## src/rtl/proc_pkg.sv

```systemverilog
package proc_pkg;

    typedef enum logic [1:0] {
        RSP_BUSY = 2'd0,
        RSP_NEXT = 2'd1,
        RSP_DONE = 2'd2,
        RSP_RSVD = 2'd3
    } step_rsp_e;

    typedef enum logic {
        CS_IDLE = 1'b0,
        CS_EVAL = 1'b1
    } ctl_state_e;

    localparam int unsigned RUN_BIT  = 31;
    localparam int unsigned DONE_BIT = 30;
    localparam int unsigned NEXT_BIT = 29;

    localparam logic [31:0] VISIBLE_MASK = 32'hC000_000F;
    localparam logic [31:0] RUN_WORD     = 32'h8000_0000;
    localparam logic [31:0] DONE_WORD    = 32'h4000_0000;

    localparam logic [3:0] CODE_NONE    = 4'd0;
    localparam logic [3:0] CODE_FAILED  = 4'd2;
    localparam logic [3:0] CODE_ABORTED = 4'd3;
    localparam logic [3:0] CODE_UNSUP   = 4'd4;

    // Internal (unmasked) word for one step answer.
    function automatic logic [31:0] raw_word(step_rsp_e rsp, logic [3:0] code);
        logic [31:0] w;
        w = {28'd0, code};
        case (rsp)
            RSP_NEXT: w[NEXT_BIT] = 1'b1;
            RSP_DONE: w[DONE_BIT] = 1'b1;
            default:  w[RUN_BIT]  = 1'b1;
        endcase
        return w;
    endfunction

endpackage

```

## src/rtl/proc_catalog.sv

```systemverilog
module proc_catalog import proc_pkg::*; #(
    parameter int unsigned NUM_PROC = 13,
    parameter int unsigned STEP_W   = 2,
    parameter int unsigned NUM_W    = 4,
    parameter logic [NUM_PROC-1:0]        EMPTY_MASK = '0,
    parameter logic [NUM_PROC*STEP_W-1:0] STEP_LAST  = '0
) (
    input  logic [31:0]       req_num,
    input  logic [NUM_W-1:0]  cur_num,
    output logic              req_ok,
    output logic [STEP_W-1:0] cur_last,
    output logic              cur_builtin,
    output logic [1:0]        builtin_rsp,
    output logic [3:0]        builtin_code
);
    localparam int unsigned SLOTS     = 1 << NUM_W;
    localparam int unsigned BUILTIN_N = 2;

    logic [SLOTS-1:0]  slot_ok;
    logic [STEP_W-1:0] last_tbl [SLOTS];

    for (genvar i = 0; i < SLOTS; i++) begin : g_slot
        if (i < NUM_PROC) begin : g_real
            assign slot_ok[i]  = ~EMPTY_MASK[i];
            assign last_tbl[i] = STEP_LAST[i*STEP_W +: STEP_W];
        end else begin : g_pad
            assign slot_ok[i]  = 1'b0;
            assign last_tbl[i] = '0;
        end
    end

    always_comb begin
        req_ok       = (req_num < 32'(NUM_PROC)) && slot_ok[req_num[NUM_W-1:0]];
        cur_last     = last_tbl[cur_num];
        cur_builtin  = (32'(cur_num) < 32'(BUILTIN_N));
        builtin_rsp  = RSP_DONE;
        builtin_code = (cur_num == '0) ? CODE_ABORTED : CODE_NONE;
    end

endmodule

```

## src/rtl/proc_timer.sv

```systemverilog
module proc_timer #(
    parameter int unsigned LIMIT = 1000,
    parameter int unsigned CNT_W = 10
) (
    input  logic clk,
    input  logic rst_n,
    input  logic restart,
    output logic expired
);
    logic [CNT_W-1:0] cnt_d, cnt_q;

    always_comb begin
        cnt_d = cnt_q;
        if (restart) begin
            cnt_d = '0;
        end else if (32'(cnt_q) < LIMIT) begin
            cnt_d = cnt_q + 1'b1;
        end
    end

    always_ff @(posedge clk) begin
        if (!rst_n) cnt_q <= '0;
        else        cnt_q <= cnt_d;
    end

    assign expired = (32'(cnt_q) >= LIMIT);

endmodule

```

## src/rtl/proc_result.sv

```systemverilog
module proc_result import proc_pkg::*; (
    input  logic [1:0]  rsp,
    input  logic [3:0]  code,
    input  logic        at_last,
    input  logic        expired,
    output logic        advance,
    output logic [31:0] host_word
);
    logic [31:0] raw;

    always_comb begin
        raw     = raw_word(step_rsp_e'(rsp), code);
        advance = (step_rsp_e'(rsp) == RSP_NEXT) && !at_last;
        // saturated step: report busy, next flag is masked away below
        if (step_rsp_e'(rsp) == RSP_NEXT && at_last) begin
            raw[RUN_BIT] = 1'b1;
        end
        if (!raw[DONE_BIT] && expired) begin
            raw = DONE_WORD | {28'd0, CODE_FAILED};
        end
        host_word = raw & VISIBLE_MASK;
    end

endmodule

```

## src/rtl/proc_cmd_ctrl.sv

```systemverilog
module proc_cmd_ctrl import proc_pkg::*; #(
    parameter int unsigned NUM_PROC    = 13,
    parameter int unsigned STEP_W      = 2,
    parameter int unsigned ADDR_W      = 8,
    parameter int unsigned TIMEOUT_CYC = 200_000_000,
    parameter logic [NUM_PROC-1:0] EMPTY_MASK = 13'b0_0000_0000_1100,
    parameter logic [NUM_PROC*STEP_W-1:0] STEP_LAST = {
        2'd0, 2'd0, 2'd2, 2'd1, 2'd0, 2'd0, 2'd2,
        2'd2, 2'd2, 2'd0, 2'd0, 2'd0, 2'd0},
    localparam int unsigned NUM_W = $clog2(NUM_PROC)
) (
    input  logic              clk,
    input  logic              rst_n,
    input  logic              host_req,
    input  logic              host_we,
    input  logic [ADDR_W-1:0] host_addr,
    input  logic [2:0]        host_size,
    input  logic [31:0]       host_wdata,
    output logic [31:0]       host_rdata,
    output logic              host_ack,
    output logic              host_err,
    output logic [NUM_W-1:0]  eng_proc,
    output logic [STEP_W-1:0] eng_step,
    output logic              eng_eval,
    input  logic [1:0]        eng_resp,
    input  logic [3:0]        eng_code
);
    localparam int unsigned CNT_W = $clog2(TIMEOUT_CYC + 1);
    localparam logic [ADDR_W-1:0] OFS_STATUS = ADDR_W'(0);
    localparam logic [ADDR_W-1:0] OFS_NUMBER = ADDR_W'(4);
    localparam logic [2:0]        WORD_SIZE  = 3'd4;

    typedef struct packed {
        ctl_state_e        st;
        logic [31:0]       status;
        logic [NUM_W-1:0]  num;
        logic [STEP_W-1:0] step;
        logic [31:0]       rdata;
        logic              ack;
        logic              err;
    } ctl_regs_t;

    localparam ctl_regs_t RST_REGS = '{
        st: CS_IDLE, status: DONE_WORD, num: '0, step: '0,
        rdata: '0, ack: 1'b0, err: 1'b0};

    ctl_regs_t d, q;

    logic              req_ok;
    logic [STEP_W-1:0] cur_last;
    logic              cur_builtin;
    logic [1:0]        builtin_rsp;
    logic [3:0]        builtin_code;
    logic [1:0]        sel_rsp;
    logic [3:0]        sel_code;
    logic              at_last;
    logic              advance;
    logic [31:0]       fin_word;
    logic              expired;
    logic              tmr_restart;

    proc_catalog #(
        .NUM_PROC  (NUM_PROC),
        .STEP_W    (STEP_W),
        .NUM_W     (NUM_W),
        .EMPTY_MASK(EMPTY_MASK),
        .STEP_LAST (STEP_LAST)
    ) u_catalog (
        .req_num     (host_wdata),
        .cur_num     (q.num),
        .req_ok      (req_ok),
        .cur_last    (cur_last),
        .cur_builtin (cur_builtin),
        .builtin_rsp (builtin_rsp),
        .builtin_code(builtin_code)
    );

    proc_timer #(
        .LIMIT(TIMEOUT_CYC),
        .CNT_W(CNT_W)
    ) u_timer (
        .clk    (clk),
        .rst_n  (rst_n),
        .restart(tmr_restart),
        .expired(expired)
    );

    always_comb begin
        sel_rsp  = cur_builtin ? builtin_rsp  : eng_resp;
        sel_code = cur_builtin ? builtin_code : eng_code;
        at_last  = (q.step == cur_last);
    end

    proc_result u_result (
        .rsp      (sel_rsp),
        .code     (sel_code),
        .at_last  (at_last),
        .expired  (expired),
        .advance  (advance),
        .host_word(fin_word)
    );

    always_comb begin
        d           = q;
        d.ack       = 1'b0;
        d.err       = 1'b0;
        tmr_restart = 1'b0;
        unique case (q.st)
            CS_IDLE: begin
                if (host_req) begin
                    if (host_size != WORD_SIZE ||
                        (host_addr != OFS_STATUS && host_addr != OFS_NUMBER)) begin
                        d.ack   = 1'b1;
                        d.err   = 1'b1;
                        d.rdata = '0;
                    end else if (host_we) begin
                        d.ack   = 1'b1;
                        d.rdata = '0;
                        if (host_addr == OFS_NUMBER) begin
                            if (req_ok) begin
                                d.num       = host_wdata[NUM_W-1:0];
                                d.step      = '0;
                                d.status    = RUN_WORD;
                                tmr_restart = 1'b1;
                            end else begin
                                d.status = DONE_WORD | {28'd0, CODE_UNSUP};
                            end
                        end
                    end else if (host_addr == OFS_NUMBER) begin
                        d.ack   = 1'b1;
                        d.rdata = 32'(q.num);
                    end else if (q.status[DONE_BIT]) begin
                        d.ack   = 1'b1;
                        d.rdata = q.status;
                    end else begin
                        d.st = CS_EVAL;
                    end
                end
            end
            CS_EVAL: begin
                if (advance) begin
                    d.step = q.step + 1'b1;
                end else begin
                    d.status = fin_word;
                    d.rdata  = fin_word;
                    d.ack    = 1'b1;
                    d.st     = CS_IDLE;
                end
            end
            default: d.st = CS_IDLE;
        endcase
    end

    always_ff @(posedge clk) begin
        if (!rst_n) q <= RST_REGS;
        else        q <= d;
    end

    assign host_rdata = q.rdata;
    assign host_ack   = q.ack;
    assign host_err   = q.err;
    assign eng_proc   = q.num;
    assign eng_step   = q.step;
    assign eng_eval   = (q.st == CS_EVAL) && !cur_builtin;

endmodule

```

## config.mk

```make
export PLATFORM = sky130hd
export DESIGN_NAME = proc_cmd_ctrl
export DESIGN_NICKNAME = d
export VERILOG_FILES = /design/src/rtl/proc_pkg.sv /design/src/rtl/proc_catalog.sv /design/src/rtl/proc_timer.sv /design/src/rtl/proc_result.sv /design/src/rtl/proc_cmd_ctrl.sv
export SDC_FILE = /design/constraint.sdc
export NUM_CORES = 1
export LEC_CHECK = 0
export BUFFER_PORTS_ARGS = -buffer_cell sky130_fd_sc_hd__buf_2
export CAP_MARGIN = 0
export CORE_MARGIN = 1
export CORE_UTILIZATION = 25
export DETAILED_ROUTE_END_ITERATION = 16
export HOLD_SLACK_MARGIN = 0.08
export PLACE_DENSITY = 0.42
export SLEW_MARGIN = 20
export SYNTH_ARGS = -nofsm -noshare
export SYNTH_HDL_FRONTEND = slang
export SYNTH_SLANG_ARGS = --single-unit
```

## constraint.sdc

```tcl
create_clock -name clk -period 2.8 [get_ports clk]
set_input_delay 0.84 -clock clk [delete_from_list [all_inputs] [get_ports clk]]
set_output_delay 0.84 -clock clk [all_outputs]
set_load 0.03 [all_outputs]
```

==> run summary, run 1 <==
Final worst path period share - 84.0%
EDFF count, synth - 0
Setup crit start kind - register
Peak Freq - 425 MHz
CTS buffer count - 5
Share of cells above drive strength 1 - 29.8%
GRT Overall Usage - 11.6%
Overflow after GRT - 0
Synth Area in Adders - 0.849%
Register area share after synthesis - 34.0%
Rows - 39
Ys async rst share - 0%
Minimum clock period - 2.35 ns
WL final - 7010 um
Xor/xnor share of the synthesized area - 7.73%
Syn nets - 413
DP HPWL - 5260 um
Clock root cell - clkbuf_16
Initial antenna violation count - 0
Syn_area_per_cell - 8.23 um^2
Register area - 1000 um^2
# DRC - 0
Routed len/inst - 12.6 um
Required time of the critical path - 1.96 ns
Mapped Area - 2950 um^2
Initial drt markers - 109
Outcome - completed
DIE AREA - 12200 um^2
Vias - 2621
Final TNS setup - 0 ns
First-pass GRT wire length - 11700 um
Cts repair resizes - 0
Multi-input logic area - 1560 um^2
Max VDD drop - 224 uV
CP cell instances - or3_4 > and2_4 > buf_2
Power Density - 411 nW/um^2
DR vias/cell - 4.71
Worst Setup Path Type - register to output port
Cell area after layout - 3430 um^2
Clk sinks - 50
Clock Pin Slew Worst Setup and Hold Paths - 0.07 ns
Remaining antenna violation count - 0
Fin nets - 468
CTS max path bufs - 2
Register bit total from synthesis - 50
Critical path fanouts, max - 9
Largest family of logic cells by synthesized area - simple AND/OR/NAND/NOR gates
CTS H-tree lvls - 2
Drt first pass iters - 4
IO Count - 94
Area Overhead vs Synth - 16.3%
Main synth FF type - dfxtp_1
Slew Limit Fails - 0
Post-DP Area - 3290 um^2
Cts hold-fix bufs - 0
CTS tree - built
Die Wd - 111 um
Final GP Congestion - 0.783
Multiplexer share of the synthesized area - 0.679%
Initial core utilization - 25.7%
Synth cell types - 65
Warnings from Yosys - 0
Number of global-route vias before repair - 2433
Slowest cell on crit path - or3_4
Post CTS Setup Buffer Count - 0
Nature of the critical path endpoint - output port
Setup repair after global routing missed its margin - false
Final Setup Violations - 0
Post-synthesis simple-gate area fraction - 30.9%
Synth area leader - dfxtp_1
CP peak stage delay - 0.46 ns
Max Cap Viol - 0
Min-delay worst type - register to register
Crit path DAT - 1.51 ns
Core ar. - 11500 um^2
Leading cell type in the layout, fill and taps excluded - buf_2
Total Power - 0.00141 W
Top-area cell type share of the netlist area - 34.0%
Most frequent cells in the layout - buf_2, dfxtp_1, nor2_1, nand2_1, xnor2_1
FILL cells - 1215
Endpoints failing hold - 0
PortBufs - 93
Reg-to-reg slack, setup - 0.69 ns
Measured slew at the worst slew-check pin - 0.647 ns
Largest net degree at the start of global routing - 29
Clock Latency Late Sink - 0.29 ns
Synth Area in Compound Gates - 12.4%
# diodes - 0
Slew Limit Headroom - 56.4%
Skew final - 0.00844 ns
Lkg Pwr - 1.33 nW
Synth area leaders - dfxtp_1, buf_4, xnor2_1, nor2_1, nand2_1
Syn Inst Count - 358
Die Y - 111 um
routing by layer:
| layer | track usage [%] | vias to the layer above | wire length (um) |
|---|---|---|---|
| met5 | 0 | - | 0 |
| met4 | 3.56 | 0 | 114 |
| met3 | 2.25 | 10 | 302 |
| met2 | 20.6 | 65 | 3420 |
| met1 | 14.0 | 1207 | 3170 |
| li1 | - | 1339 | - |
area by class of cell:
type                       count  share of cell area [%]
clock inverter                 1                   0.219
timing repair buffer         100                    15.5
inverter                       7                   0.766
tap                          143                    5.22
clock buffer                   6                    3.76
multi-input combinational    249                    45.4
sequential                    50                    29.2
flip-flops by register name (all words and copies together), names as in the netlist:
register and flops:
q 7, host_ack 1, eng_proc 4, host_err 1
u_timer.cnt_q 28, eng_step 2, host_rdata 7
logic make-up (layout without fill, tap and decap cells):
kind of cell / Yosys count / in the layout
and+or+nand+nor: 165 / 165
adders and majority gates: 2 / 2
DFF: 50 / 50
xor gates and xnor gates: 26 / 26
muxes: 2 / 2
AOI/OAI and AO/OA: 54 / 54
buffers and inverters: 59 / 114
where the power goes:
group          internal [W]  switching [W]
sequential         0.000719     0.00000611
combinational     0.0000462      0.0000547
clock              0.000327       0.000257
stage by stage:
stage	hold WS, ns	setup WS [ns]	std cells	utilization [%]
after detailed placement	0.454	0.252	549	28.7
after global routing	0.477	0.369	556	29.9
after CTS	0.463	0.427	556	29.9
final	0.457	0.447	556	29.9
after global placement	0.456	0.254	549	28.7
after floorplan	0.430	0.421	358	-
synthesized netlist by cell type (4+ instances only):
cell type / instances
a31oi_1: 5
nor3b_1: 5
nand4_1: 5
and4_1: 5
buf_2: 5
o21ai_0: 8
inv_1: 7
a21oi_1: 16
nor3_1: 15
nand2_1: 32
xor2_1: 4
nand3_1: 15
xnor2_1: 22
or3_1: 4
nor4_1: 12
nor2_1: 42
buf_4: 40
dfxtp_1: 50
critical path, delay by kind of cell, from the launching register on:
| kind | cells | cell delay, ns |
|---|---|---|
| AND/OR/NAND/NOR | 2 | 0.65 |
| flip-flops | 1 | 0.42 |
| buffers and inverters | 1 | 0.17 |
final timing paths:
check | start | end | cells after the start
setup reg to reg | eng_proc[2] | host_rdata[0] | 6
hold / removal | q[40] | q[40] | 2
setup / recovery | eng_proc[2] | eng_eval | 3
hold reg to reg | q[40] | q[40] | 2
(Power assumes the default switching activity.)
==> run 2: changes to the inputs <==
- ABC_AREA: default -> 1
- PLACE_DENSITY: 0.42 -> 0.41
- clock period: 2.8 -> 2.3 ns (I/O delays scaled with it)
==> run 2 against run 1 <==
Register-to-register slack lost 0.21 ns. Synthesized cell count grew 55%. Power grew 28%. Synthesized area grew 21%. Cell count grew 43%. Critical path type unchanged. Largest power group unchanged. Highest routed layer unchanged.
==> run summary, run 2 <==
Synth Area in Compound Gates - 9.39% (-3.0 points)
Clock Latency Late Sink - 0.30 ns (about the same)
Critical Path Start - q[72]
Fin nets - 668 (+43%)
First-pass GRT wire length - 15900 um (+36%)
PortBufs - 93 (unchanged)
Core ar. - 13900 um^2 (+21%)
Count leader, synth - nand2_1
Hold Startpoint - q[71]
Post-synthesis simple-gate area fraction - 41.2% (+10 points)
Main synth FF type - dfxtp_1
Ys async rst share - 0% (unchanged)
Multiplexer share of the synthesized area - 0% (-0.68 points)
Min-delay worst type - register to register
Final Setup Violations - 0 (unchanged)
Final worst path period share - 91.7%
CP bufs+invs - 2 (+1)
Synth area leader - dfxtp_1
Most frequent cells after synthesis - nand2_1, nor2_1, inv_1, dfxtp_1, buf_4
Register area - 1000 um^2 (unchanged)
CP peak stage delay - 0.50 ns (+0.04 ns)
Peak Freq - 474 MHz
CTS buffer count - 5 (unchanged)
IO Count - 94 (unchanged)
Nature of the critical path endpoint - output port
Crit path DAT - 1.42 ns (-0.09 ns)
Post CTS Setup Buffer Count - 0 (unchanged)
GRT Overall Usage - 13.9% (+2.3 points)
Slowest cell on crit path - dfxtp_1
Clock root cell - clkbuf_16
Minimum clock period - 2.11 ns
# DRC - 0 (unchanged)
Worst Setup Path Type - register to output port
Vias - 3417 (+30%)
Multi-input logic area - 1970 um^2 (+27%)
Top-area cell type share of the netlist area - 28.0% (-5.9 points)
Cts repair resizes - 0 (unchanged)
Synth area leaders - dfxtp_1, nand2_1, nor2_1, buf_4, inv_1
WL final - 9450 um (+35%)
Syn_area_per_cell - 6.42 um^2 (-22%)
Syn nets - 611 (+48%)
Largest register FFs - 28 (unchanged)
Required time of the critical path - 1.61 ns (-0.35 ns)
Measured slew at the worst slew-check pin - 0.540 ns (-0.107 ns)
CTS max path bufs - 2 (unchanged)
Rows - 43 (+10%)
Xor/xnor share of the synthesized area - 3.93% (-3.8 points)
EDFF count, synth - 0 (unchanged)
Most frequent cells in the layout - nand2_1, nor2_1, buf_2, inv_1, dfxtp_1
Skew final - 0.00639 ns (-0.00205 ns)
Start of the worst register-to-register path - u_timer.cnt_q[12]
Lkg Pwr - 1.81 nW (+36%)
DR vias/cell - 4.30 (-8.7%)
Overflow after GRT - 0 (unchanged)
Slew Limit Fails - 0 (unchanged)
Crit-path leading delay family - flip-flops
Util after Layout - 29.5% (-0.43 points)
Initial antenna violation count - 0 (unchanged)
Register bit total from synthesis - 50 (unchanged)
Max VDD drop - 250 uV (+12%)
CP cell instances - inv_1 > nor2_1 > buf_2
FILL cells - 1552 (+28%)
Mapped Area - 3570 um^2 (+21%)
CTS tree - built
Clk sinks - 50 (unchanged)
Warnings from Yosys - 0 (unchanged)
Synth Area in Adders - 0.701% (-0.15 points)
Die Wd - 121 um (+9.9%)
Max Cap Viol - 0 (unchanged)
Biggest register - u_timer.cnt_q
DIE AREA - 14800 um^2 (+21%)
Clock Pin Slew Worst Setup and Hold Paths - 0.07 ns (about the same)
Synth cell types - 38 (-42%)
Setup repair after global routing missed its margin - false
Number of global-route vias before repair - 3333 (+37%)
DP HPWL - 7430 um (+41%)
Largest family of logic cells by synthesized area - simple AND/OR/NAND/NOR gates
Syn Inst Count - 556 (+55%)
Slew Limit Headroom - 63.9% (+7.5 points)
CTS H-tree lvls - 2 (unchanged)
Remaining antenna violation count - 0 (unchanged)
Critical path fanouts, max - 6 (-3)
Outcome - completed
Area Overhead vs Synth - 14.6%
Cts hold-fix bufs - 0 (unchanged)
Largest net degree at the start of global routing - 30 (+3.4%)
Drt first pass iters - 5 (+1)
Share of cells above drive strength 1 - 24.6% (-5.2 points)
Final GP Congestion - 0.845 (+7.9%)
Die Y - 121 um (+9.9%)
# diodes - 0 (unchanged)
Leading cell type in the layout, fill and taps excluded - nand2_1
Endpoints failing hold - 0 (unchanged)
Power Density - 441 nW/um^2 (+7.2%)
Initial core utilization - 25.7% (about the same)
Register area share after synthesis - 28.0% (-5.9 points)
Routed len/inst - 11.9 um (-5.7%)
Initial drt markers - 176 (+61%)
Setup crit start kind - register
Final TNS setup - 0 ns (unchanged)
[run 2: layer usage]
metal | wire [um] | track usage (%)
met1 | 4460 | 16.8
met2 | 4440 | 24.3
met3 | 436 | 3.43
met4 | 112 | 3.70
met5 | 0 | 0
[run 2: power by group]
group	total [W]	internal [W]	switching [W]
Clock	0.000786	0.000432	0.000354
Sequential	0.000881	0.000875	0.00000576
Combinational	0.000137	0.0000571	0.0000796
[run 2: final timing paths]
kind	slack [ns]	endpoint	depth (start not counted)
worst max-delay path	0.19	eng_eval	3
worst max register to register	0.48	u_timer.cnt_q[3]	10
worst min register to register	0.48	host_rdata[31]	2
worst min-delay path	0.48	host_rdata[31]	2
[run 2: final cells by class]
class	count	share of cell area, %
Clock buffer	6	3.40
Clock inverter	2	0.306
Inverter	60	5.51
Multi-Input combinational cell	398	48.2
Sequential cell	50	24.5
Tap cell	180	5.51
Timing Repair Buffer	98	12.6
[run 2: kinds of logic after synthesis]
group | count (synthesis)
compound gates | 50
buf+inv | 108
simple gates | 330
fa+ha+maj | 2
xor+xnor | 16
flops | 50
[run 2: worst reg2reg max path: stages, from the launching register on]
cell,delay (ns)
dfxtp_1,0.36
nor2_1,0.17
nor2_1,0.06
nand2_1,0.05
nand2_1,0.05
nand2_1,0.07
nand3_2,0.11
inv_1,0.38
buf_4,0.28
nand3_1,0.08
a21oi_1,0.14
[run 2: through the flow]
stage          setup WS, ns  area [um^2]  hold slack (ns)  power [W]  cells
6_report              0.192         4090            0.480    0.00180    794
5_1_grt              0.0874         4090            0.517    0.00190    794
4_1_cts               0.167         4090            0.483    0.00184    794
3_5_place_dp          0.111         3940            0.471    0.00104    786
3_3_place_gp          0.163         3940            0.473    0.00104    786
2_1_floorplan         0.475         3570            0.439   0.000979    556
